## src/rtl/sad_min_pkg.sv

```systemverilog
package sad_min_pkg;

   typedef enum logic {
      PH_IDLE = 1'b0,
      PH_RUN  = 1'b1
   } phase_e;

   function automatic logic fa_sum(input logic a, input logic b, input logic c);
      return a ^ b ^ c;
   endfunction

   function automatic logic fa_carry(input logic a, input logic b, input logic c);
      return (a & b) | (a & c) | (b & c);
   endfunction

endpackage

```

## src/rtl/sad_min_fa.sv

```systemverilog
module sad_min_fa #(
   parameter int FA_IMPL = 0
) (
   input  logic a_i,
   input  logic b_i,
   input  logic c_i,
   output logic s_o,
   output logic c_o
);
   import sad_min_pkg::*;

   generate
      if (FA_IMPL == 0) begin : g_gates
         assign s_o = fa_sum(a_i, b_i, c_i);
         assign c_o = fa_carry(a_i, b_i, c_i);
      end else begin : g_arith
         logic [1:0] tot;
         assign tot = {1'b0, a_i} + {1'b0, b_i} + {1'b0, c_i};
         assign s_o = tot[0];
         assign c_o = tot[1];
      end
   endgenerate

endmodule

```

## src/rtl/sad_min_resolver.sv

```systemverilog
module sad_min_resolver #(
   parameter int W       = 16,
   parameter int FA_IMPL = 0
) (
   input  logic         clk,
   input  logic         rst_n,
   input  logic         start_i,
   input  logic         step_i,
   input  logic [W-1:0] sum_i,
   input  logic [W-1:0] carry_i,
   output logic         bit_o,
   output logic [W-1:0] value_o
);
   logic [W-1:0] sum_sh;
   logic [W-1:0] cy_sh;
   logic [W-1:0] res_sh;
   logic         c_q;
   logic         s_w;
   logic         c_w;

   sad_min_fa #(.FA_IMPL(FA_IMPL)) u_fa (
      .a_i (sum_sh[0]),
      .b_i (cy_sh[0]),
      .c_i (c_q),
      .s_o (s_w),
      .c_o (c_w)
   );

   always_ff @(posedge clk or negedge rst_n) begin
      if (!rst_n) begin
         sum_sh <= '0;
         cy_sh  <= '0;
         res_sh <= '0;
         c_q    <= 1'b0;
      end else if (start_i) begin
         sum_sh <= sum_i;
         cy_sh  <= carry_i;
         c_q    <= 1'b0;
      end else if (step_i) begin
         sum_sh <= sum_sh >> 1;
         cy_sh  <= cy_sh >> 1;
         res_sh <= {s_w, res_sh[W-1:1]};
         c_q    <= c_w;
      end
   end

   assign bit_o   = s_w;
   assign value_o = {s_w, res_sh[W-1:1]};

endmodule

```

## src/rtl/sad_min_cmp.sv

```systemverilog
module sad_min_cmp #(
   parameter int FA_IMPL = 0
) (
   input  logic clk,
   input  logic rst_n,
   input  logic start_i,
   input  logic step_i,
   input  logic new_bit_i,
   input  logic old_bit_i,
   output logic win_o
);
   // stored + ~new with carry-in 0 gives stored - new - 1.
   // A carry out (no borrow) means stored > new, i.e. new strictly smaller.
   logic c_q;
   logic s_unused;
   logic c_w;

   sad_min_fa #(.FA_IMPL(FA_IMPL)) u_fa (
      .a_i (old_bit_i),
      .b_i (~new_bit_i),
      .c_i (c_q),
      .s_o (s_unused),
      .c_o (c_w)
   );

   always_ff @(posedge clk or negedge rst_n) begin
      if (!rst_n)       c_q <= 1'b0;
      else if (start_i) c_q <= 1'b0;
      else if (step_i)  c_q <= c_w;
   end

   assign win_o = c_w;

endmodule

```

## src/rtl/sad_min_ctrl.sv

```systemverilog
module sad_min_ctrl #(
   parameter int W  = 16,
   parameter int CW = $clog2(W)
) (
   input  logic          clk,
   input  logic          rst_n,
   input  logic          clear_i,
   input  logic          load_i,
   output logic          start_o,
   output logic          step_o,
   output logic          last_o,
   output logic [CW-1:0] bit_idx_o,
   output logic          busy_o,
   output logic          done_o,
   output logic          err_o
);
   import sad_min_pkg::*;

   localparam logic [CW-1:0] LAST_IDX = CW'(W - 1);

   phase_e        ph_q;
   logic [CW-1:0] cnt_q;
   logic          done_q;
   logic          err_q;
   logic          run_w;

   assign run_w   = (ph_q == PH_RUN);
   assign start_o = load_i & ~run_w & ~clear_i;
   assign step_o  = run_w & ~clear_i;
   assign last_o  = step_o & (cnt_q == LAST_IDX);

   always_ff @(posedge clk or negedge rst_n) begin
      if (!rst_n) begin
         ph_q   <= PH_IDLE;
         cnt_q  <= '0;
         done_q <= 1'b0;
         err_q  <= 1'b0;
      end else if (clear_i) begin
         ph_q   <= PH_IDLE;
         cnt_q  <= '0;
         done_q <= 1'b0;
         err_q  <= 1'b0;
      end else begin
         done_q <= last_o;
         if (load_i && run_w) err_q <= 1'b1;
         if (start_o) begin
            ph_q  <= PH_RUN;
            cnt_q <= '0;
         end else if (last_o) begin
            ph_q  <= PH_IDLE;
            cnt_q <= '0;
         end else if (step_o) begin
            cnt_q <= cnt_q + 1'b1;
         end
      end
   end

   assign bit_idx_o = cnt_q;
   assign busy_o    = run_w;
   assign done_o    = done_q;
   assign err_o     = err_q;

endmodule

```

## src/rtl/sad_min_tracker.sv

```systemverilog
module sad_min_tracker #(
   parameter int W       = 16,
   parameter int IDX_W   = 8,
   parameter int FA_IMPL = 0
) (
   input  logic             clk,
   input  logic             rst_n,
   input  logic             clear_i,
   input  logic             load_i,
   input  logic [W-1:0]     sum_i,
   input  logic [W-1:0]     carry_i,
   input  logic [IDX_W-1:0] idx_i,
   output logic [W-1:0]     min_o,
   output logic [IDX_W-1:0] best_o,
   output logic             busy_o,
   output logic             done_o,
   output logic             err_o
);
   localparam int CW = $clog2(W);

   generate
      if (W < 2) begin : g_bad_w
         $error("sad_min_tracker: W must be at least 2");
      end
      if (IDX_W < 1) begin : g_bad_idx
         $error("sad_min_tracker: IDX_W must be at least 1");
      end
      if (FA_IMPL < 0 || FA_IMPL > 1) begin : g_bad_fa
         $error("sad_min_tracker: FA_IMPL must be 0 or 1");
      end
   endgenerate

   logic          start_w;
   logic          step_w;
   logic          last_w;
   logic [CW-1:0] bit_idx_w;
   logic          new_bit_w;
   logic [W-1:0]  new_val_w;
   logic          win_w;
   logic          take_w;

   logic [W-1:0]     min_q;
   logic [IDX_W-1:0] best_q;
   logic [IDX_W-1:0] idx_q;
   logic             have_q;

   sad_min_ctrl #(.W(W), .CW(CW)) u_ctrl (
      .clk       (clk),
      .rst_n     (rst_n),
      .clear_i   (clear_i),
      .load_i    (load_i),
      .start_o   (start_w),
      .step_o    (step_w),
      .last_o    (last_w),
      .bit_idx_o (bit_idx_w),
      .busy_o    (busy_o),
      .done_o    (done_o),
      .err_o     (err_o)
   );

   sad_min_resolver #(.W(W), .FA_IMPL(FA_IMPL)) u_res (
      .clk     (clk),
      .rst_n   (rst_n),
      .start_i (start_w),
      .step_i  (step_w),
      .sum_i   (sum_i),
      .carry_i (carry_i),
      .bit_o   (new_bit_w),
      .value_o (new_val_w)
   );

   sad_min_cmp #(.FA_IMPL(FA_IMPL)) u_cmp (
      .clk       (clk),
      .rst_n     (rst_n),
      .start_i   (start_w),
      .step_i    (step_w),
      .new_bit_i (new_bit_w),
      .old_bit_i (min_q[bit_idx_w]),
      .win_o     (win_w)
   );

   assign take_w = last_w & (~have_q | win_w);

   always_ff @(posedge clk or negedge rst_n) begin
      if (!rst_n) begin
         min_q  <= '1;
         best_q <= '0;
         idx_q  <= '0;
         have_q <= 1'b0;
      end else if (clear_i) begin
         min_q  <= '1;
         best_q <= '0;
         have_q <= 1'b0;
      end else begin
         if (start_w) idx_q <= idx_i;
         if (last_w)  have_q <= 1'b1;
         if (take_w) begin
            min_q  <= new_val_w;
            best_q <= idx_q;
         end
      end
   end

   assign min_o  = min_q;
   assign best_o = best_q;

endmodule

```

## config.mk

```make
export PLATFORM = sky130hd
export DESIGN_NAME = sad_min_tracker
export DESIGN_NICKNAME = d
export VERILOG_FILES = /design/src/rtl/sad_min_pkg.sv /design/src/rtl/sad_min_fa.sv /design/src/rtl/sad_min_resolver.sv /design/src/rtl/sad_min_cmp.sv /design/src/rtl/sad_min_ctrl.sv /design/src/rtl/sad_min_tracker.sv
export SDC_FILE = /design/constraint.sdc
export NUM_CORES = 1
export LEC_CHECK = 0
export CAP_MARGIN = 20
export CORE_ASPECT_RATIO = 0.5
export CORE_MARGIN = 2
export CORE_UTILIZATION = 40
export DETAILED_ROUTE_END_ITERATION = 10
export GPL_TIMING_DRIVEN = 1
export HOLD_SLACK_MARGIN = 0.1
export MAX_ROUTING_LAYER = met4
export PLACE_DENSITY = 0.62
export SYNTH_ARGS = -nofsm -noshare
export SYNTH_HDL_FRONTEND = slang
export SYNTH_SLANG_ARGS = --single-unit
```

## constraint.sdc

```tcl
create_clock -name clk -period 2.36 [get_ports clk]
set_input_delay 0.354 -clock clk [delete_from_list [all_inputs] [get_ports clk]]
set_output_delay 0.354 -clock clk [all_outputs]
set_load 0.005 [all_outputs]
```

==> metrics.yaml, run 1 <==
grt_pass1_vias: 3464
avgViaCountPerCell: 5.36
n_fill_cell: 971
cts-htree-levels: 3
wl_per_cell_um: 16.2
min_path_type: "reg2reg"
boundaryPins: 71
worstSetupPathType: "reg2reg"
drt_iter0_markers: 266
holdPathStages: 2
core_um2: 10200
timing.fmax_ghz: 0.465
hold_start: "u_res.sum_sh[11]"
fin_total_pwr_mw: 3.88
p_leak_nw: 2.37
portBuffers: 70
nets: 550
wl_um: 10500
cts_inserted_buffers: 9
die_y_um: 76.8
syn_area_per_cell_um2: 9.73
synth_edf_count: 0
arrival_ns: 2.38
synth_common_cells: "nand2_1 (110), dfrtp_1 (73), a211oi_1 (33), a22oi_1 (28), nor2_1 (26)"
tightestPinTransition_ns: 0.479
r2r-start: "u_res.sum_sh[0]"
yosysSeqAreaShare_pct: 53.1
drive_gt1_share_pct: 13.4
antenna_found_initial: 0
globalRoute.totalOverflow: 0
cp-end-kind: "flip-flop"
path_clk_slew_ns: 0.06
dp_cells: 632
synth_top_area_share_pct: 43.1
drv_cap: 0
utilization_pct: 53.2
syn_inst: 435
drv_slew: 0
start_util_pct: 41.3
num_vias: 3478
rsz0062_at_grt: "no"
synth.largest_area_cell: "dfrtp_1"
status: "finished, final reports clean"
synth_flop_cell: "dfrtp_1"
vdd_ir_drop_max_v: 0.000411
skew_ns: 0.00507
ys_warn_count: 0
rr_worst_depth: 7
p_per_area_nw_per_um2: 711
cpPeakStageDelay_ns: 0.63
clockBufferDepth: 2
drcViolationCount: 0
area_growth_pct: 28.8
synth_area_leaders: "dfrtp_1 (43%), dfstp_2 (9.9%), nand2_1 (9.8%)"
startpoint_type: "flip-flop"
tns_ns: 0
place_congestion: 0.751
ant_nets: 0
die_w_um: 150
drtPass1Iterations: 4
clk_latency_ns: 0.33
required_ns: 2.59
die-area_um2: 11500
path_cells: "inv_1 > fa_1 > nor2_1 > a211oi_2 > or2_4 > o22ai_1 > a211oi_1"
dp_hpwl_um: 6650
cts_root_buffer: "clkbuf_16"
setup_viol: 0
ys_types: 41
synth_most_common_cell: "nand2_1"
cts_tree: "done"
r2r_slack_ns: 0.21
fin_crit_sh_pct: 91.1
post-route-min-period_ns: 2.15
final-hold-violation-count: 0
cts.sinks: 89
grtUsageTotal_pct: 20.2
diodes: 0
grt_max_degree: 90
synthArstFlopShare_pct: 100
fp-row-count: 26
synth_seq_cells: 89
grt_pass1_wl_um: 18000
postSynthNetCount: 481
crit_fanout: 16
postCtsSetupRepairBufs: 0
layoutNonFillerInstCount: 649
slew_headroom_pct: 68.1
syn_area_um2: 4230
regToRegEndpoint: "min_o[5]"
holdPathEnd: "u_res.sum_sh[11]"
crit_slowest_cell: "fa_1"
-- cell usage in the layout (no fill, tap or decap), types with 2 or more instances in the layout --
master and n:
nor3b_1 3, o311ai_1 6, a211oi_1 33, buf_12 3, nor3_1 2, clkbuf_8 2
nand4_1 8, nand3_1 3, mux4_2 2, and3_1 2, nor2_1 25, buf_4 20
dfrtp_1 73, nand2_1 110, o22ai_1 16, a221o_1 2, nand3b_1 3, o21ai_0 6
a22oi_1 28, dfstp_2 16, inv_1 6, o311ai_0 2, mux2i_1 5, clkdlybuf4s50_1 69
clkbuf_16 9, nand2b_1 10, mux2_2 8, a2bb2oi_1 8, a21oi_1 7, clkbuf_1 3
-- report_power, final --
part           switching [mW]  internal (mW)  total, mW
clock                   0.559          0.771       1.33
combinational           0.290          0.267      0.556
sequential              0.199           1.79       1.99
-- logic make-up (layout without fill, tap and decap cells) --
family          Yosys count  count (layout)  synth area share (%)
flops                    89              89                  53.1
compound gates          115             115                  19.9
mux                      15              15                  4.37
simple gates            173             173                  17.6
buf+inv                  41             115                  4.31
fa+ha+maj                 2               2                 0.768
-- routing by layer --
metal	GRT usage, %	vias to the layer above	wire [µm]
met4	4.48	0	8
met5	-	-	0
li1	-	1704	-
met1	29.1	1683	5140
met2	29.2	89	4910
met3	4.52	2	479
-- repair_timing --
action	CTS	global route
gates resized for setup	0	1
endpoints found under the setup margin	0	9
hold endpoints to repair	73	0
hold buffers	1	0
-- stage by stage --
step	hold slack (ns)	setup slack [ns]	cell area, µm²
final	0.476	0.210	5450
after global routing	0.499	0.0155	5450
after CTS	0.479	0.112	5450
after detailed placement	0.440	0.149	5160
after global placement	0.440	0.240	5160
after floorplan	0.0584	0.0207	4230
-- state kept, by name, summed over array words and instances, names as in the netlist --
name / count
u_res.sum_sh: 16
min_o: 16
u_ctrl.err_o: 1
best_o: 8
u_cmp.c_q: 1
u_ctrl.done_o: 1
idx_q: 8
u_ctrl.bit_idx_o: 4
have_q: 1
u_res.c_q: 1
u_res.res_sh: 15
u_res.cy_sh: 16
u_ctrl.busy_o: 1
-- worst max path at each step --
| stage | start | end | slack (ns) | cells after the start |
|---|---|---|---|---|
| 2_1_floorplan | u_res.sum_sh[0] | min_o[10] | 0.02 | 9 |
| 3_3_place_gp | u_res.sum_sh[0] | min_o[9] | 0.24 | 7 |
| 3_5_place_dp | u_res.sum_sh[0] | min_o[5] | 0.15 | 7 |
| 4_1_cts | u_res.sum_sh[0] | min_o[13] | 0.11 | 7 |
| 5_1_grt | u_res.sum_sh[0] | min_o[11] | 0.02 | 7 |
| 6_report | u_res.sum_sh[0] | min_o[5] | 0.21 | 7 |
-- worst max-delay path: cells and delay by family (launching register included) --
| kind | cells | cell delay [ns] |
|---|---|---|
| simple gates | 2 | 0.38 |
| flops | 1 | 0.32 |
| buf+inv | 1 | 0.06 |
| fa+ha+maj | 1 | 0.63 |
| compound gates | 3 | 0.66 |
-- area by class of cell --
cell class / count / area (µm²) / area share, %
repair buffers: 93 / 911 / 16.7
clock inverters: 2 / 12.5 / 0.229
flip-flops and latches: 89 / 2250 / 41.2
inverters: 6 / 22.5 / 0.413
multi-input cells: 305 / 1820 / 33.4
well taps: 140 / 175 / 3.21
clock buffers: 14 / 264 / 4.84
Note: power is estimated with default switching activity, not from simulation.
==> inputs of run 2 (changes only) <==
--- a/config.mk
+++ b/config.mk
@@ -10,10 +10,11 @@
 export CORE_MARGIN = 2
 export CORE_UTILIZATION = 40
 export DETAILED_ROUTE_END_ITERATION = 10
+export DONT_BUFFER_PORTS = 1
 export GPL_TIMING_DRIVEN = 1
 export HOLD_SLACK_MARGIN = 0.1
 export MAX_ROUTING_LAYER = met4
-export PLACE_DENSITY = 0.62
+export PLACE_DENSITY = 0.53
 export SYNTH_ARGS = -nofsm -noshare
 export SYNTH_HDL_FRONTEND = slang
 export SYNTH_SLANG_ARGS = --single-unit
==> metrics.yaml, run 2 (same netlist as run 1, synthesis figures left out) <==
fp-row-count: 26  # unchanged
p_per_area_nw_per_um2: 852  # was 711 nW/µm²
globalRoute.totalOverflow: 0  # unchanged
tightestPinTransition_ns: 0.508  # was 0.479 ns
wl_per_cell_um: 18.1  # was 16.2 µm
cp-end-kind: "flip-flop"  # unchanged
utilization_pct: 46.5  # was 53.2%
timing.fmax_ghz: 0.457  # was 0.465 GHz
postCtsSetupRepairBufs: 0  # unchanged
die_y_um: 76.8  # unchanged
wl_um: 10400  # was 10500 µm
violations: "hold timing"
required_ns: 2.58  # was 2.59 ns
dp_hpwl_um: 6890  # was 6650 µm
start_util_pct: 41.3  # unchanged
p_leak_nw: 2.09  # was 2.37 nW
cts-htree-levels: 3  # unchanged
antenna_found_initial: 2  # was 0
worstSetupPathType: "reg2reg"  # unchanged
slew_headroom_pct: 66.1  # was 68.1%
cts_root_buffer: "clkbuf_16"  # unchanged
avgViaCountPerCell: 5.79  # was 5.36
setup_viol: 0  # unchanged
area_growth_pct: 12.5  # was 28.8%
tns_ns: 0  # unchanged
num_vias: 3327  # was 3478
clk_latency_ns: 0.33  # about the same
drive_gt1_share_pct: 14.8  # was 13.4%
vdd_ir_drop_max_v: 0.000311  # was 0.000411 V
grt_max_degree: 90  # unchanged
hold_slack_ns: -0.285  # was 0.476 ns
skew_ns: 0.00598  # was 0.00507 ns
die_w_um: 150  # unchanged
grtUsageTotal_pct: 19.5  # was 20.2%
nets: 474  # was 550
min_path_type: "in2async"  # was reg2reg
path_clk_slew_ns: 0.06  # about the same
cts.sinks: 89  # unchanged
boundaryPins: 71  # unchanged
layout_commonest_cell: "nand2_1"  # unchanged
final-hold-violation-count: 89  # was 0
drv_slew: 0  # unchanged
cts_inserted_buffers: 9  # unchanged
place_congestion: 0.789  # was 0.751
rsz0062_at_grt: "no"  # unchanged
layoutNonFillerInstCount: 575  # was 649
ant_nets: 0  # unchanged
core_um2: 10200  # unchanged
drtPass1Iterations: 4  # unchanged
post-route-min-period_ns: 2.19  # was 2.15 ns
r2r-start: "u_ctrl.bit_idx_o[0]"  # was u_res.sum_sh[0]
drcViolationCount: 0  # unchanged
clockBufferDepth: 2  # unchanged
layout_common_cells: "nand2_1 (109), dfrtp_1 (72), a211oi_1 (33)"  # was nand2_1 (110), dfrtp_1 (73), clkdlybuf4s50_1 (69)
startpoint_type: "flip-flop"  # unchanged
die-area_um2: 11500  # unchanged
grt_pass1_vias: 3318  # was 3464
dp_cells: 556  # was 632
arrival_ns: 2.41  # was 2.38 ns
postCtsHoldBufs: 1  # unchanged
crit_fanout: 15  # was 16
grt_pass1_wl_um: 17300  # was 18000 µm
drv_cap: 0  # unchanged
cts_tree: "done"  # unchanged
portBuffers: 0  # was 70
drt_iter0_markers: 242  # was 266
fin_crit_sh_pct: 92.6  # was 91.1%
startpoint: "u_ctrl.bit_idx_o[0]"  # was u_res.sum_sh[0]
status: "complete, but fails checks"  # was finished, final reports clean
run 2: layout make-up:
class	instances	area, µm²
tap	140	175
inverter	6	22.5
clock inverter	5	104
sequential	89	2250
antenna	2	5.00
fill	988	5490
clock buffer	11	233
timing repair buffer	17	150
multi-input combinational	305	1820
run 2: worst max-delay path, cell delays in order (launching register included):
cell	delay, ns
dfrtp_2	0.45
mux4_2	0.53
mux2i_1	0.20
nand2_2	0.08
and2_1	0.28
buf_4	0.25
a211oi_1	0.29
run 2: repair_timing:
item	in CTS	in global routing
endpoints found under the setup margin	0	10
hold endpoints to repair	94	89
resized for setup	0	3
run 2: metal layers:
metal	share of wire, %	GRT usage (%)	up-vias
met5	0	-	-
met4	0.71	4.48	0
met3	7.4	6.79	6
met2	46	29.9	111
met1	45	25.1	1656
li1	-	-	1554
run 2: through the flow:
| step | cell area (µm²) | setup WS, ns | hold WS, ns | total power [mW] |
|---|---|---|---|---|
| finish | 4760 | 0.174 | -0.285 | 4.06 |
| global route | 4760 | 0.0309 | -0.306 | 4.28 |
| CTS | 4750 | 0.0613 | -0.299 | 4.11 |
| detailed placement | 4400 | 0.116 | 0.0620 | 2.47 |
| global placement | 4380 | 0.235 | 0.0618 | 2.43 |
| floorplan | 4230 | 0.0207 | 0.0584 | 2.32 |
run 2: path summary, 6_finish.rpt:
check / end / slack, ns / cells past startpoint
setup / recovery: min_o[2] / 0.17 / 6
hold / removal: u_res.res_sh[8] / -0.29 / 0
setup reg to reg: min_o[2] / 0.17 / 6
hold reg to reg: u_res.cy_sh[1] / 0.48 / 2
max in group asynchronous: min_o[15] / 2.42 / 0
min in group clk: u_res.cy_sh[15] / 0.14 / 2
run 2: power breakdown:
group	internal, mW	leakage (nW)	switching [mW]	total [mW]
Sequential	1.79	1.11	0.222	2.01
Combinational	0.196	0.811	0.242	0.438
Clock	1.04	0.164	0.573	1.61
Total	3.02	2.09	1.04	4.06
